<file path="config.mk">
export PLATFORM = sky130hd
export DESIGN_NAME = prot_gate
export DESIGN_NICKNAME = d
export VERILOG_FILES = /design/src/rtl/prot_pkg.sv /design/src/rtl/prot_vec_regs.sv /design/src/rtl/prot_sector_map.sv /design/src/rtl/prot_gate.sv
export SDC_FILE = /design/constraint.sdc
export NUM_CORES = 1
export LEC_CHECK = 0
export BUFFER_PORTS_ARGS = -buffer_cell sky130_fd_sc_hd__buf_2
export CORE_UTILIZATION = 56
export CTS_CLUSTER_SIZE = 14
export DETAILED_ROUTE_END_ITERATION = 7
export HOLD_SLACK_MARGIN = 0.15
export PLACE_DENSITY = 0.95
export REMOVE_ABC_BUFFERS = 1
export SETUP_SLACK_MARGIN = 0.5
export SYNTH_ARGS = -nofsm -noshare
export SYNTH_HDL_FRONTEND = slang
export SYNTH_HIERARCHICAL = 1
export SYNTH_SLANG_ARGS = --single-unit
</file>
<file path="constraint.sdc">
create_clock -name clk -period 2.9 [get_ports clk]
set_input_delay 0.29 -clock clk [delete_from_list [all_inputs] [get_ports clk]]
set_output_delay 0.29 -clock clk [all_outputs]
set_load 0.02 [all_outputs]
</file>
<file path="src/rtl/prot_pkg.sv">
// Package: shared sizes and the map of implemented sectors for the
// write-protection gate. Assumes the sector index is a vector bit position.
package prot_pkg;
    localparam int GLB_W     = 8;           // global vector width
    localparam int SEC_W     = 16;          // per-sector vector width
    localparam int EN_BIT    = 1;           // master enable position
    localparam int IDX_W     = $clog2(SEC_W);
    // positions 0..3 are main sectors, 8 holds the vectors
    localparam logic [SEC_W-1:0] IMPL_MASK = 16'h010F;
    // reset contents: enable on, every sector protected
    localparam logic [GLB_W-1:0] GLB_RST = GLB_W'(1) << EN_BIT;
    localparam logic [SEC_W-1:0] SEC_RST = '0;
endpackage

</file>
<file path="src/rtl/prot_vec_regs.sv">
// Holds the global and per-sector security vectors.
// Assumes loads are single-cycle strobes; reset closes all sectors.
module prot_vec_regs
    import prot_pkg::*;
(
    input  logic             clk,
    input  logic             rst_n,
    input  logic             load,
    input  logic [GLB_W-1:0] glb_in,
    input  logic [SEC_W-1:0] sec_in,
    output logic [GLB_W-1:0] glb_q,
    output logic [SEC_W-1:0] sec_q
);
    // Capture both vectors on the strobe; reset to the closed state.
    always_ff @(posedge clk) begin
        if (!rst_n) begin
            glb_q <= GLB_RST;
            sec_q <= SEC_RST;
        end else if (load) begin
            glb_q <= glb_in;
            sec_q <= sec_in;
        end
    end

    assert_hold_R8: assert property (@(posedge clk) disable iff (!rst_n)
        !load |=> ($stable(sec_q) && $stable(glb_q)));
    assert_load_R8: assert property (@(posedge clk) disable iff (!rst_n)
        load |=> (sec_q == $past(sec_in) && glb_q == $past(glb_in)));
endmodule

</file>
<file path="src/rtl/prot_sector_map.sv">
// Turns the stored vectors into one "writable" flag per index.
// Assumes bit positions outside IMPL_MASK name no sector.
module prot_sector_map
    import prot_pkg::*;
(
    input  logic [GLB_W-1:0] glb_q,
    input  logic [SEC_W-1:0] sec_q,
    output logic [SEC_W-1:0] open_vec
);
    logic enable;

    // Master protection enable from the global vector.
    always_comb enable = glb_q[EN_BIT];

    for (genvar i = 0; i < SEC_W; i++) begin : g_slot
        if (IMPL_MASK[i]) begin : g_real
            // Real sector: open when protection is off or its bit is 1.
            always_comb open_vec[i] = !enable || sec_q[i];
        end else begin : g_none
            // No sector here: never open.
            always_comb open_vec[i] = 1'b0;
        end
    end

    always_comb begin
        assert_unmapped_closed_R5: assert ((open_vec & ~IMPL_MASK) == '0);
    end
endmodule

</file>
<file path="src/rtl/prot_gate.sv">
// Top: grants or refuses flash write/erase requests per sector.
// Assumes one request per valid cycle; decision is combinational
// from the registered vectors, errors are one pulse per refused cycle.
module prot_gate
    import prot_pkg::*;
(
    input  logic             clk,
    input  logic             rst_n,
    input  logic             vec_load,
    input  logic [7:0]       vec_global_in,
    input  logic [15:0]      vec_sector_in,
    input  logic             req_valid,
    input  logic [3:0]       req_sector,
    output logic             wr_grant,
    output logic             wr_error
);
    logic [GLB_W-1:0] glb_q;
    logic [SEC_W-1:0] sec_q;
    logic [SEC_W-1:0] open_vec;
    logic             slot_open;

    prot_vec_regs u_regs (
        .clk    (clk),
        .rst_n  (rst_n),
        .load   (vec_load),
        .glb_in (vec_global_in),
        .sec_in (vec_sector_in),
        .glb_q  (glb_q),
        .sec_q  (sec_q)
    );

    prot_sector_map u_map (
        .glb_q    (glb_q),
        .sec_q    (sec_q),
        .open_vec (open_vec)
    );

    // Pick the flag of the addressed index.
    always_comb slot_open = open_vec[req_sector];

    // Split a valid request into grant or error.
    always_comb begin
        wr_grant = req_valid && slot_open;
        wr_error = req_valid && !slot_open;
    end

    assert_excl_R7: assert property (@(posedge clk) disable iff (!rst_n)
        !(wr_grant && wr_error));
    assert_idle_R7: assert property (@(posedge clk) disable iff (!rst_n)
        !req_valid |-> (!wr_grant && !wr_error));
    assert_unmapped_R5: assert property (@(posedge clk) disable iff (!rst_n)
        (req_valid && (req_sector inside {[4'd4:4'd7], [4'd9:4'd15]}))
        |-> (wr_error && !wr_grant));
    assert_answer_R3: assert property (@(posedge clk) disable iff (!rst_n)
        req_valid |-> (wr_grant || wr_error));
endmodule

</file>
==> results, run 1 <==
- The run stopped with a tool error.
- It got as far as power grid generation (2_4_floorplan_pdn) and failed there.
- The tool reported: "[ERROR PDN-0185] Insufficient width (27.20 um) to add straps on layer met5 in grid ”grid” with total strap width 15.2 um and offset 13.6 um".
- The initial utilization of the core area, before any placement, comes to 64.5%.
- The floorplan step set the die height to 32.9 um.
- The per-instance average area after synthesis is 11.1 sq um.
- The row count is 10.
- The die is between 30 and 40 um wide.
- Yosys printed 6 warnings.
- The synthesized cell area is 533 sq um.
- Counting every instance in the synthesized netlist gives 48.
==> inputs of run 2 (changes only) <==
CORE_AREA = 2 2 63 65   (was unset)
CORE_UTILIZATION = unset   (was 56)
CTS_CLUSTER_SIZE = unset   (was 14)
DIE_AREA = 0 0 65 67   (was unset)
HOLD_SLACK_MARGIN = unset   (was 0.15)
PLACE_DENSITY = unset   (was 0.95)
PLACE_DENSITY_LB_ADDON = 0.15   (was unset)
SETUP_SLACK_MARGIN = unset   (was 0.5)
==> results, run 2 <==
- The run finished with clean final reports.
- The die covers 4360 sq um.
- The cell type of the slowest stage on the worst timing path is sky130_fd_sc_hd__mux4_1.
- The clock period minus final worst setup slack is 2.28 ns.
- The type of the worst min-delay path is in2reg.
- The design draws 265 uW.
- The leakage power is 0.297 nW.
- The number of failing setup endpoints in the final timing report is 0.
- The clock net in this run drives a total of 6 sinks.
- In this run the worst path has a maximum fanout of 6.
- The final layout contains 94 nets.
- The row count is 22.
- For the final routed database, the setup TNS stands at 0 ns.
- The final routed wirelength across all metal layers is 849 um.
- The startpoint identified for the worst register-to-register timing path is u_regs/glb_q[1].
- The critical path in this run is classified as reg2out.
- The largest registers in the layout are u_regs/sec_q (5), u_regs/glb_q (1).
- For this design the ratio of total power to cell area is 437 nW/um^2.
- The placeable core area is 3610 sq um.
- The DRC violations left is 0.
- Summing every instance area after synthesis gives about 530 sq um.
- The worst setup path is captured at a primary output.
- In this run, the combinational gates consume between 15 and 20% of the power.
- The fraction of layout cells with a size suffix above 1 is 31.7%.
- In this run, post-CTS repair resized a total of 0 instances.
- Compared with the post-synthesis result, the final layout area differs by 13.6%.
- The highest achievable clock rate is between 0.4 and 0.5 GHz.
- The number of flip-flops under the largest register name is 5.
- For this configuration, the core starts out at a cell density of about 15%.
- For the worst setup path, the data required time is 2.61 ns.
- The part of the cycle the worst path needs is 78.7%.
- For this design the total switching power over the nets is between 50 and 60 uW.
- The number of CTS-inserted buffers is 3.
- For this run, the number of Yosys warnings is 6.
- The congestion estimate from routability-driven global placement came to between 0.5 and 0.6.
- In this run switching power makes up a little over a fifth of total power.
- The signal arrival time at the worst endpoint is between 1.5 and 2 ns.
- The largest incremental delay on the critical path is 0.48 ns.
- The max-slew violation total from the final report is 0.
- Synthesis produced 48 cells.
- The per-instance average area after synthesis is 11.1 sq um.
- The largest register by flop count is u_regs/sec_q.
- The internal reg-to-reg setup slack is 2.25 ns.
- Of the total power, registers draw 34.4%.
- The number of global-route vias before repair is 302.
- The commonest non-fill, non-tap cell in the layout is sky130_fd_sc_hd__buf_2.
- The die extent in y is 67 um.
- The global-route wire length before repair is 1360 um.
- The I/O pin count is 34.
- In the layout the commonest cells are sky130_fd_sc_hd__buf_2, sky130_fd_sc_hd__conb_1, sky130_fd_sc_hd__mux2i_1, sky130_fd_sc_hd__dfxtp_1.
- The number of port buffers is 15.
- The number of detailed-routing iterations run before antenna repair is 2.
- The longest clock path from root to sink contains 2 buffers.
- Walking the worst path, the cells encountered are nand2b_1 -> mux4_1 -> mux4_2 -> and2_1 -> buf_2.
- Buffers added to address setup during post-CTS repair amount to 0.
- The count of endpoints failing hold in the final timing report is 0.
- The root buffer cell chosen for the clock tree is sky130_fd_sc_hd__clkbuf_8.
- The number of maximum-capacitance violations is 0.
- The number of vias in the routed layout is 322.
- The internal power summed over all cells is 208 uW.
- The remaining number of nets flagged by the antenna check after routing is 0.
- The leftover overflow at the end of global routing is 0.
- The number of hold buffers added after CTS was 0.
- The global-route usage over all layers is 4.43%.
- The startpoint class of the critical path is a flop.
- TritonCTS built the clock tree.
- The destination of the worst register-to-register timing path is u_regs/glb_q[1].
- The worst-case reg-to-reg path depth is 2.
- The worst clock skew on the final layout is 0 ns.
- Once detailed placement completed, the half-perimeter wirelength came to 705 um.
- VDD sags by at most 0.188 mV.
- The overall die width is 65 um.
- The number of antenna diodes in the final layout is 0.
- The later pin in the worst-skew pair is clocked with a latency of 0.22 ns.
- The clock slew at the register clock pins of the worst setup and hold paths is 0.04 ns.
- The worst setup path endpoint is wr_grant.
- In this run the worst setup path begins at u_regs/glb_q[1].
- The largest net degree at the start of global routing is 7.
- In the routed layout, each cell is associated on average with a via count of 2.98.
- The first-iteration detailed-routing DRC count is 3.
- The number of antenna violations at the first check in global routing was 0.
- The final routed wire length divided by cell count is approximately 7.9 um.
- In this run, the clock network consumes between 40 and 50% of the power.
- Setup repair after global routing left no endpoint under its margin.
- In this run the number of H-tree levels came out at 1.
## run 2: layout make-up
| cell class | instances | area, sq um |
|---|---|---|
| flip-flops and latches | 6 | 120 |
| repair buffers | 15 | 75.1 |
| clock buffers | 3 | 41.3 |
| well taps | 48 | 60.1 |
| inverters | 1 | 3.75 |
| multi-input cells | 35 | 305 |
| fillers | 406 | 3000 |
## run 2: worst min path at each step
stage	from	endpoint	cells past startpoint
3_3_place_gp	u_regs/sec_q[1]	u_regs/sec_q[1]	2
2_1_floorplan	rst_n	u_regs/glb_q[1]	1
4_1_cts	vec_global_in[1]	u_regs/glb_q[1]	3
5_1_grt	vec_global_in[1]	u_regs/glb_q[1]	3
3_5_place_dp	u_regs/sec_q[8]	u_regs/sec_q[8]	2
6_report	vec_global_in[1]	u_regs/glb_q[1]	3
## run 2: worst max-delay path, delay by kind of cell, from the launching register on
family                 cells  cell delay, ns
buffers and inverters      1            0.15
and+or+nand+nor            2            0.26
DFF                        1            0.41
muxes                      2            0.96
## run 2: per-stage QoR
stage / worst slack (ns) / hold slack [ns] / cells / util [%] / area (sq um)
after global placement: 0.826 / 0.494 / 105 / 15.6 / 564
after CTS: 0.595 / 0.284 / 108 / 16.8 / 606
after global routing: 0.510 / 0.306 / 108 / 16.8 / 606
after floorplan: 0.945 / 0.352 / 42 / - / 429
final: 0.618 / 0.288 / 108 / 16.8 / 606
after detailed placement: 0.826 / 0.504 / 105 / 15.6 / 564
## run 2: layer usage
layer  vias up  global-route usage (%)  share of wire (%)
li1        165                       -                  -
met1       141                    5.17                 49
met2        14                    5.80                 39
met3         2                    2.20                 10
met4         0                    3.99                1.2
met5         -                       0                  0
## run 2: power groups by stage
stage          Clock, mW  Combinational (mW)  Sequential [mW]
6_report           0.122              0.0516           0.0912
5_1_grt            0.133              0.0571           0.0920
4_1_cts            0.127              0.0523           0.0913
3_5_place_dp           0              0.0522           0.0925
3_3_place_gp           0              0.0519           0.0924
2_1_floorplan          0              0.0329           0.0913
Power figures use the tool's default switching activity.
